--- src/rtl/scl_gen_pkg.sv ---
package scl_gen_pkg;
  typedef enum logic [1:0] {
    PH_IDLE = 2'd0,
    PH_LOW  = 2'd1,
    PH_HIGH = 2'd2
  } phase_e;
endpackage

--- src/rtl/scl_prescaler.sv ---
module scl_prescaler #(
  parameter int PRE_W = 3
) (
  input  logic             clk,
  input  logic             rst_n,
  input  logic             run_i,
  output logic             tick_o,
  output logic [PRE_W-1:0] cnt_o
);
  localparam logic [PRE_W-1:0] LAST = '1;

  logic [PRE_W-1:0] cnt_q;

  // Free-running while the generator runs; held at zero while idle.
  always_ff @(posedge clk or negedge rst_n) begin
    if (!rst_n)      cnt_q <= '0;
    else if (!run_i) cnt_q <= '0;
    else             cnt_q <= cnt_q + 1'b1;
  end

  assign tick_o = run_i && (cnt_q == LAST);
  assign cnt_o  = cnt_q;

  AST_IDLE_CLEARS_PRESCALE: assert property (@(posedge clk) disable iff (!rst_n)
    !run_i |=> (cnt_q == '0));
endmodule

--- src/rtl/scl_phase_ctrl.sv ---
module scl_phase_ctrl
  import scl_gen_pkg::*;
#(
  parameter int DIV_W = 8,
  parameter int PRE_W = 3
) (
  input  logic             clk,
  input  logic             rst_n,
  input  logic             en_i,
  input  logic [DIV_W-1:0] div_low_i,
  input  logic [DIV_W-1:0] div_high_i,
  input  logic             tick_i,
  input  logic [PRE_W-1:0] pre_cnt_i,
  output logic             run_o,
  output logic             scl_o,
  output logic             mid_low_o,
  output logic             period_end_o
);
  localparam int EW = DIV_W + PRE_W;

  // Offset of the mid-LOW cycle: half of 2^PRE_W * (n + 1).
  function automatic logic [EW-1:0] mid_offset(input logic [DIV_W-1:0] n);
    logic [EW-1:0] t;
    t = EW'(n) + EW'(1);
    return t << (PRE_W - 1);
  endfunction

  phase_e           phase_q;
  logic [DIV_W-1:0] ph_cnt_q;
  logic [DIV_W-1:0] sh_low_q;
  logic [DIV_W-1:0] sh_high_q;

  logic             low_done;
  logic             high_done;
  logic [EW-1:0]    low_elapsed;

  assign low_done    = (phase_q == PH_LOW)  && tick_i && (ph_cnt_q == sh_low_q);
  assign high_done   = (phase_q == PH_HIGH) && tick_i && (ph_cnt_q == sh_high_q);
  assign low_elapsed = {ph_cnt_q, pre_cnt_i};

  always_ff @(posedge clk or negedge rst_n) begin
    if (!rst_n) begin
      phase_q   <= PH_IDLE;
      ph_cnt_q  <= '0;
      sh_low_q  <= '0;
      sh_high_q <= '0;
    end else if (!en_i) begin
      phase_q  <= PH_IDLE;
      ph_cnt_q <= '0;
    end else begin
      unique case (phase_q)
        PH_IDLE: begin
          phase_q   <= PH_LOW;
          ph_cnt_q  <= '0;
          sh_low_q  <= div_low_i;
          sh_high_q <= div_high_i;
        end
        PH_LOW: begin
          if (low_done) begin
            phase_q  <= PH_HIGH;
            ph_cnt_q <= '0;
          end else if (tick_i) begin
            ph_cnt_q <= ph_cnt_q + 1'b1;
          end
        end
        PH_HIGH: begin
          if (high_done) begin
            phase_q   <= PH_LOW;
            ph_cnt_q  <= '0;
            sh_low_q  <= div_low_i;
            sh_high_q <= div_high_i;
          end else if (tick_i) begin
            ph_cnt_q <= ph_cnt_q + 1'b1;
          end
        end
        default: begin
          phase_q  <= PH_IDLE;
          ph_cnt_q <= '0;
        end
      endcase
    end
  end

  assign run_o        = (phase_q != PH_IDLE);
  assign scl_o        = (phase_q != PH_LOW);
  assign mid_low_o    = (phase_q == PH_LOW) && (low_elapsed == mid_offset(sh_low_q));
  assign period_end_o = high_done;

  AST_FIRST_PHASE_LOW: assert property (@(posedge clk) disable iff (!rst_n)
    (phase_q == PH_IDLE && en_i) |=> !scl_o);
  AST_LOW_CNT_BOUND: assert property (@(posedge clk) disable iff (!rst_n)
    (phase_q == PH_LOW) |-> (ph_cnt_q <= sh_low_q));
  AST_HIGH_CNT_BOUND: assert property (@(posedge clk) disable iff (!rst_n)
    (phase_q == PH_HIGH) |-> (ph_cnt_q <= sh_high_q));
  AST_PEND_IN_HIGH: assert property (@(posedge clk) disable iff (!rst_n)
    period_end_o |-> scl_o);
  AST_PEND_THEN_LOW: assert property (@(posedge clk) disable iff (!rst_n)
    (period_end_o && en_i) |=> !scl_o);
  AST_STROBE_IN_LOW: assert property (@(posedge clk) disable iff (!rst_n)
    mid_low_o |-> !scl_o);
  AST_SHADOW_HOLD: assert property (@(posedge clk) disable iff (!rst_n)
    (phase_q != PH_IDLE && !period_end_o) |=> ($stable(sh_low_q) && $stable(sh_high_q)));
  AST_OFF_IS_IDLE: assert property (@(posedge clk) disable iff (!rst_n)
    !en_i |=> (scl_o && !mid_low_o && !period_end_o));
endmodule

--- src/rtl/scl_asym_clkgen.sv ---
module scl_asym_clkgen #(
  parameter int DIV_W = 8,
  parameter int PRE_W = 3
) (
  input  logic             clk,
  input  logic             rst_n,
  input  logic             en_i,
  input  logic [DIV_W-1:0] div_low_i,
  input  logic [DIV_W-1:0] div_high_i,
  output logic             scl_o,
  output logic             sda_upd_o,
  output logic             period_end_o
);
  logic             run;
  logic             tick;
  logic [PRE_W-1:0] pre_cnt;

  scl_prescaler #(.PRE_W(PRE_W)) u_pre (
    .clk    (clk),
    .rst_n  (rst_n),
    .run_i  (run),
    .tick_o (tick),
    .cnt_o  (pre_cnt)
  );

  scl_phase_ctrl #(.DIV_W(DIV_W), .PRE_W(PRE_W)) u_ctrl (
    .clk          (clk),
    .rst_n        (rst_n),
    .en_i         (en_i),
    .div_low_i    (div_low_i),
    .div_high_i   (div_high_i),
    .tick_i       (tick),
    .pre_cnt_i    (pre_cnt),
    .run_o        (run),
    .scl_o        (scl_o),
    .mid_low_o    (sda_upd_o),
    .period_end_o (period_end_o)
  );

  AST_RESET_IDLE: assert property (@(posedge clk)
    !rst_n |-> (scl_o && !sda_upd_o && !period_end_o));
endmodule

--- config.mk ---
export PLATFORM = sky130hd
export DESIGN_NAME = scl_asym_clkgen
export DESIGN_NICKNAME = d
export VERILOG_FILES = /design/src/rtl/scl_gen_pkg.sv /design/src/rtl/scl_prescaler.sv /design/src/rtl/scl_phase_ctrl.sv /design/src/rtl/scl_asym_clkgen.sv
export SDC_FILE = /design/constraint.sdc
export NUM_CORES = 1
export LEC_CHECK = 0
export BUFFER_PORTS_ARGS = -buffer_cell sky130_fd_sc_hd__buf_4
export CAP_MARGIN = 20
export CORE_AREA = 2 2 61 63
export CTS_CLUSTER_DIAMETER = 80
export DETAILED_ROUTE_END_ITERATION = 6
export DIE_AREA = 0 0 63 65
export PLACE_DENSITY = 0.78
export SLEW_MARGIN = 15
export SYNTH_ARGS = -nofsm -noshare
export SYNTH_HDL_FRONTEND = slang
export SYNTH_SLANG_ARGS = --single-unit
export TNS_END_PERCENT = 10
--- constraint.sdc ---
create_clock -name clk -period 3 [get_ports clk]
set_input_delay 0.15 -clock clk [delete_from_list [all_inputs] [get_ports clk]]
set_output_delay 0.15 -clock clk [all_outputs]
set_load 0.02 [all_outputs]
Word-level counts from Yosys, hierarchy flattened

Index checks and enable logic that the tools add are counted.

Equality and inequality tests: 10
Add/subtract/negate cells: 3
Reduce and logical (&&, ||, !) cells: 11
Multiplexer cells: 14

Operators with widths:

| cell                  | count |
|---|---|
| $mux W8               | 6 |
| $pmux W8 S2           | 3 |
| $eq A8 B8 Y1          | 2 |
| $eq A11 B11 Y1        | 1 |
| $add A8 B1 Y9 const B | 1 |
| $add A8 B1 Y8 const B | 1 |
| $logic_and A1 B1 Y1   | 6 |
| $mux W2               | 3 |
| $pmux W2 S3           | 1 |
| $reduce_bool A2 Y1    | 2 |
| $add A3 B1 Y3 const B | 1 |
| $eq A3 B3 Y1 const B  | 1 |
| $mux W3               | 1 |
| $ne A3 B2 Y1 const B  | 1 |
| $ne A3 B3 Y1 const B  | 1 |
| $reduce_and A3 Y1     | 1 |
| $eq A2 B1 Y1 const B  | 1 |
| $eq A2 B2 Y1 const B  | 1 |
| $logic_not A2 Y1      | 1 |
| $ne A2 B1 Y1 const B  | 1 |
| $ne A2 B2 Y1 const B  | 1 |
| $reduce_and A2 Y1     | 1 |

Bits in registers: 29
Output and inout port bits: 3
Bits of input ports: 19
Word-level logic and storage cells: 43

Longest topological paths before layout

Depth in word-level cells: 7
Mapped depth: 9
Gate-level depth less buffers: 7

Hierarchy

From an unflattened synthesis, not the netlist that was laid out.

Cells, all modules: 162
Area, all modules: 1769.2 um^2

By module, submodules not included:

| module         | area each (um^2) | seq. area each (um^2) | instances | cells each |
|---|---|---|---|---|
| scl_phase_ctrl | 1641.6           | 650.6                 | 1         | 153 |
| scl_prescaler  | 127.6            | 75.1                  | 1         | 9 |

Worst setup path before layout

No wires, ideal clock.

Kind: register to register
From: register u_pre.cnt_q[0], in the netlist u_pre.cnt_o[0]
To: register u_ctrl.sh_high_q[0]
Data required time: 2.875 ns
Setup slack: 0.738 ns
Stages on the path, launching flop included: 10
Period minus slack after synthesis: 2.262 ns
Data arrival time: 2.137 ns
Path buffers: 2
Library setup time: 0.125 ns
Path through: dfrtp_1 -> ha_1 -> ha_1 -> nor2b_1 -> clkbuf_8 -> and3_2 -> and3_4 -> o21ai_4 -> buf_12 -> mux2_4

Longest elaborated chain between the ends: 6

RTL lines:

| what                             | line                  | text |
|---|---|---|
| start, declared                  | scl_prescaler.sv:12   | `logic [PRE_W-1:0] cnt_q;` |
| start signal, assigned           | scl_prescaler.sv:18   | `else cnt_q <= cnt_q + 1'b1;` |
| $eq A3 B3 Y1                     | scl_prescaler.sv:21   | `assign tick_o = run_i && (cnt_q == LAST);` |
| $logic_and A1 B1 Y1              | scl_prescaler.sv:21   |  |
| $logic_and A1 B1 Y1 (2 in a row) | scl_phase_ctrl.sv:38  | `assign high_done = (phase_q == PH_HIGH) && tick_i && (ph_cnt_q == sh_high_q);` |
| net period_end_o                 | scl_asym_clkgen.sv:12 | `output logic period_end_o` |
| $ne A2 B2 Y1 (no line)           | n/a                   |  |
| $reduce_and A3 Y1 (no line)      | n/a                   |  |
| end signal, assigned             | scl_phase_ctrl.sv:56  | `sh_high_q <= div_high_i;` |
| end signal, assigned             | scl_phase_ctrl.sv:71  | `sh_high_q <= div_high_i;` |
| end, declared                    | scl_phase_ctrl.sv:31  | `logic [DIV_W-1:0] sh_high_q;` |

The timed path passes the listed nets, and every way through them passes these cells.
A chain may end at the register's enable or synchronous reset.

Final worst setup path

From: register u_ctrl.sh_low_q[0]
To: output sda_upd_o

Longest elaborated chain between the ends: 3

RTL lines:

| what                   | line                  | text |
|---|---|---|
| start, declared        | scl_phase_ctrl.sv:30  | `logic [DIV_W-1:0] sh_low_q;` |
| start signal, assigned | scl_phase_ctrl.sv:55  | `sh_low_q <= div_low_i;` |
| start signal, assigned | scl_phase_ctrl.sv:70  | `sh_low_q <= div_low_i;` |
| $add A8 B1 Y9          | scl_phase_ctrl.sv:24  | `t = EW'(n) + EW'(1);` |
| $eq A11 B11 Y1         | scl_phase_ctrl.sv:86  | `assign mid_low_o = (phase_q == PH_LOW) && (low_elapsed == mid_offset(sh_low_q));` |
| $logic_and A1 B1 Y1    | scl_phase_ctrl.sv:86  |  |
| end, declared          | scl_asym_clkgen.sv:11 | `output logic sda_upd_o,` |

Every way passes these cells.

==> metrics.yaml <==
status: "finished clean"
io_pins: 22
cp.required_ns: 2.85
cts_max_path_buffers: 2
max_slew.worst_pin.slew_ns: 0.5986
hold_violations: 0
hp-class: "input port to flop"
fill_cells: 297
met2_usage_pct: 36.30
synthTopCellsByArea: "dfrtp_1 (37%), mux2_4 (7.7%), xor2_1 (7.6%)"
clock_latency_ns: 0.33
setup_slack_ns: 0.3005
fin_skew_ns: 0.01496
endpoint_kind: "output port"
synthArstFlopShare_pct: 100.0
p_leak_nw: 0.9779
cp-start-kind: "flop"
drt_first_pass_iters: 4
grt.busiest_layer: "met2"
worstSetupPathType: "flop to output port"
cp_max_fo: 6
wl_um: 3603
numCtsBuffers: 5
synth_commonest_cells: "dfrtp_1 (29), xor2_1 (17), xnor2_1 (12)"
die_x_um: 63
core_area_mm2: 0.003496
root_buffer: "clkbuf_4"
die_h_um: 65
antenna_found_initial: 0
regToRegSetupSlack_ns: 0.55
diodes: 0
reg2regPathDepth: 8
layout.nets: 215
io_buffers: 21
via_count: 1300
drt_first_iter_violations: 65
critical_path.reg2reg.endpoint: "u_ctrl.sh_high_q[0]"
grt-ovfl-total: 0
routed_via_density: 5.508
place_congestion: 0.7876
synth_nets: 199
synth_area_leader_cell: "dfrtp_1"
dieArea_mm2: 0.004095
cts_setup_buffers: 0
ir_worst_vdd_v: 0.0004398
postCtsResizedCells: 0
layout-drive-gt1-share_pct: 28.72
finalMaxSlewViolations: 0
whs_path_depth: 2
min_period_ns: 2.700
start_util_pct: 55.80
wl_per_cell_um: 15.27
synth.distinct_cells: 47
min_to: "u_ctrl.sh_low_q[3]"
setup_tns_ns: 0
relSlewSlack_pct: 59.92
yosys.area.top_type_share_pct: 37.20
seq_area_frac_synth_pct: 37.20
first_global_vias: 1393
areaGrowthSynthToFinish_pct: 6.927
synth_most_common_cell: "dfrtp_1"
maxCapViolations: 0
cts_tree: "yes"
synthCells: 171
final_util_pct: 59.66
hold_start: "div_low_i[3]"
synth-edff-count: 0
rsz0062_at_grt: "false"
hpwl_um: 2717
power_mw: 1.676
grt_max_degree: 30
h-tree-depth: 2
track_usage_pct: 20.70
ant_nets: 0
fin_crit_sh_pct: 89.98
clk_pin_slew_worst_paths_ns: 0.10
synth_seq_cells: 29
clock-sinks: 29
grtUsageMet3_pct: 4.340
power_density_mw_per_mm2: 803.7
setup_viol: 0
cp.arrival_ns: 2.55
synth_area_mm2: 0.001951
rows: 22
grt_use_met1_pct: 22.85
fmax_mhz: 370.4
drc: 0
yosysWarnings: 0
hold_slack_ns: 0.04732
preCtsSetupSlack_ns: 0.6102
r2r_start: "u_ctrl.phase_q[0]"
grt_pass1_wl_um: 6423
avgSynthCellArea_um2: 11.41
synthFlopType: "dfrtp_1"
stage by stage:
stage	std cells	instance area, µm²
6_report	236	2086
3_5_place_dp	227	2024
5_1_grt	236	2086
2_1_floorplan	171	1951
3_3_place_gp	227	2024
4_1_cts	236	2086
logic make-up (layout without fill, tap and decap cells):
family	after synthesis	in the layout	synth area share, %
AO/OA/AOI/OAI	14	14	6.030
XOR/XNOR	30	30	13.86
adder cells (fa/ha/maj)	9	9	5.773
buffers and inverters	21	38	9.750
flip-flops	29	29	37.20
multiplexers	19	19	12.70
AND/OR/NAND/NOR	49	49	14.69
flip-flops by register name (all words and copies together), names as in the netlist:
name and cells:
u_pre.cnt_o 3, u_ctrl.sh_low_q 8, u_ctrl.ph_cnt_q 8, u_ctrl.sh_high_q 8, u_ctrl.phase_q 2
worst max-delay path by stage:
stage	start	endpoint	slack [ns]	cells after the start
after global routing	u_ctrl.sh_low_q[0]	sda_upd_o	0.12	7
after CTS	u_ctrl.sh_low_q[0]	sda_upd_o	0.25	6
final	u_ctrl.sh_low_q[0]	sda_upd_o	0.30	6
after global placement	u_pre.cnt_o[0]	u_ctrl.sh_high_q[7]	0.68	8
after floorplan	u_pre.cnt_o[0]	u_ctrl.sh_high_q[0]	0.74	9
after detailed placement	u_pre.cnt_o[0]	u_ctrl.sh_high_q[4]	0.61	8
area by class of cell:
type / instances / area, µm² / share of cell area [%]
clock buffers: 6 / 41.29 / 1.980
clock inverters: 2 / 10.01 / 0.4799
inverters: 7 / 26.28 / 1.260
multi-input cells: 121 / 1035 / 49.61
flip-flops and latches: 29 / 725.7 / 34.79
well taps: 48 / 60.06 / 2.879
repair buffers: 23 / 187.7 / 8.998
repair_timing:
action,4_1_cts,5_1_grt
setup endpoints to repair,0,0
endpoints found under the hold margin,29,0
hold buffers,1,0
worst max-delay path, stage by stage (launching register included):
cell,delay (ns)
dfrtp_1,0.48
ha_1,0.26
nand3_1,0.14
or3_1,0.37
a2111oi_0,0.57
o311a_1,0.27
buf_4,0.14
layer usage:
metal  vias up  wire length [µm]
met5         -                 0
met2        33              1881
li1        618                 -
met4         0               129
met3        11               137
met1       638              1454
cell usage in the layout (no fill, tap or decap), drive strengths merged, types with 2 or more instances in the layout:
cell type  synthesis  layout
and3               7       7
dfrtp             29      29
and4               2       2
nand2              7       7
mux2              16      16
clkbuf             6       6
a31oi              2       2
nor2b              4       4
xor2              18      18
o21a               2       2
ha                 9       9
nor3               4       4
nor2              11      11
inv                7       7
nor4               3       3
o21ai              2       2
clkinv             0       2
buf                6      22
mux2i              3       3
xnor2             12      12
nand3              6       6
where the power goes:
part	switching (mW)	total, mW	internal (mW)
sequential	0.183	0.706	0.523
combinational	0.329	0.751	0.422
clock	0.131	0.220	0.0890
total	0.642	1.68	1.03
Power figures use the tool's default switching activity.
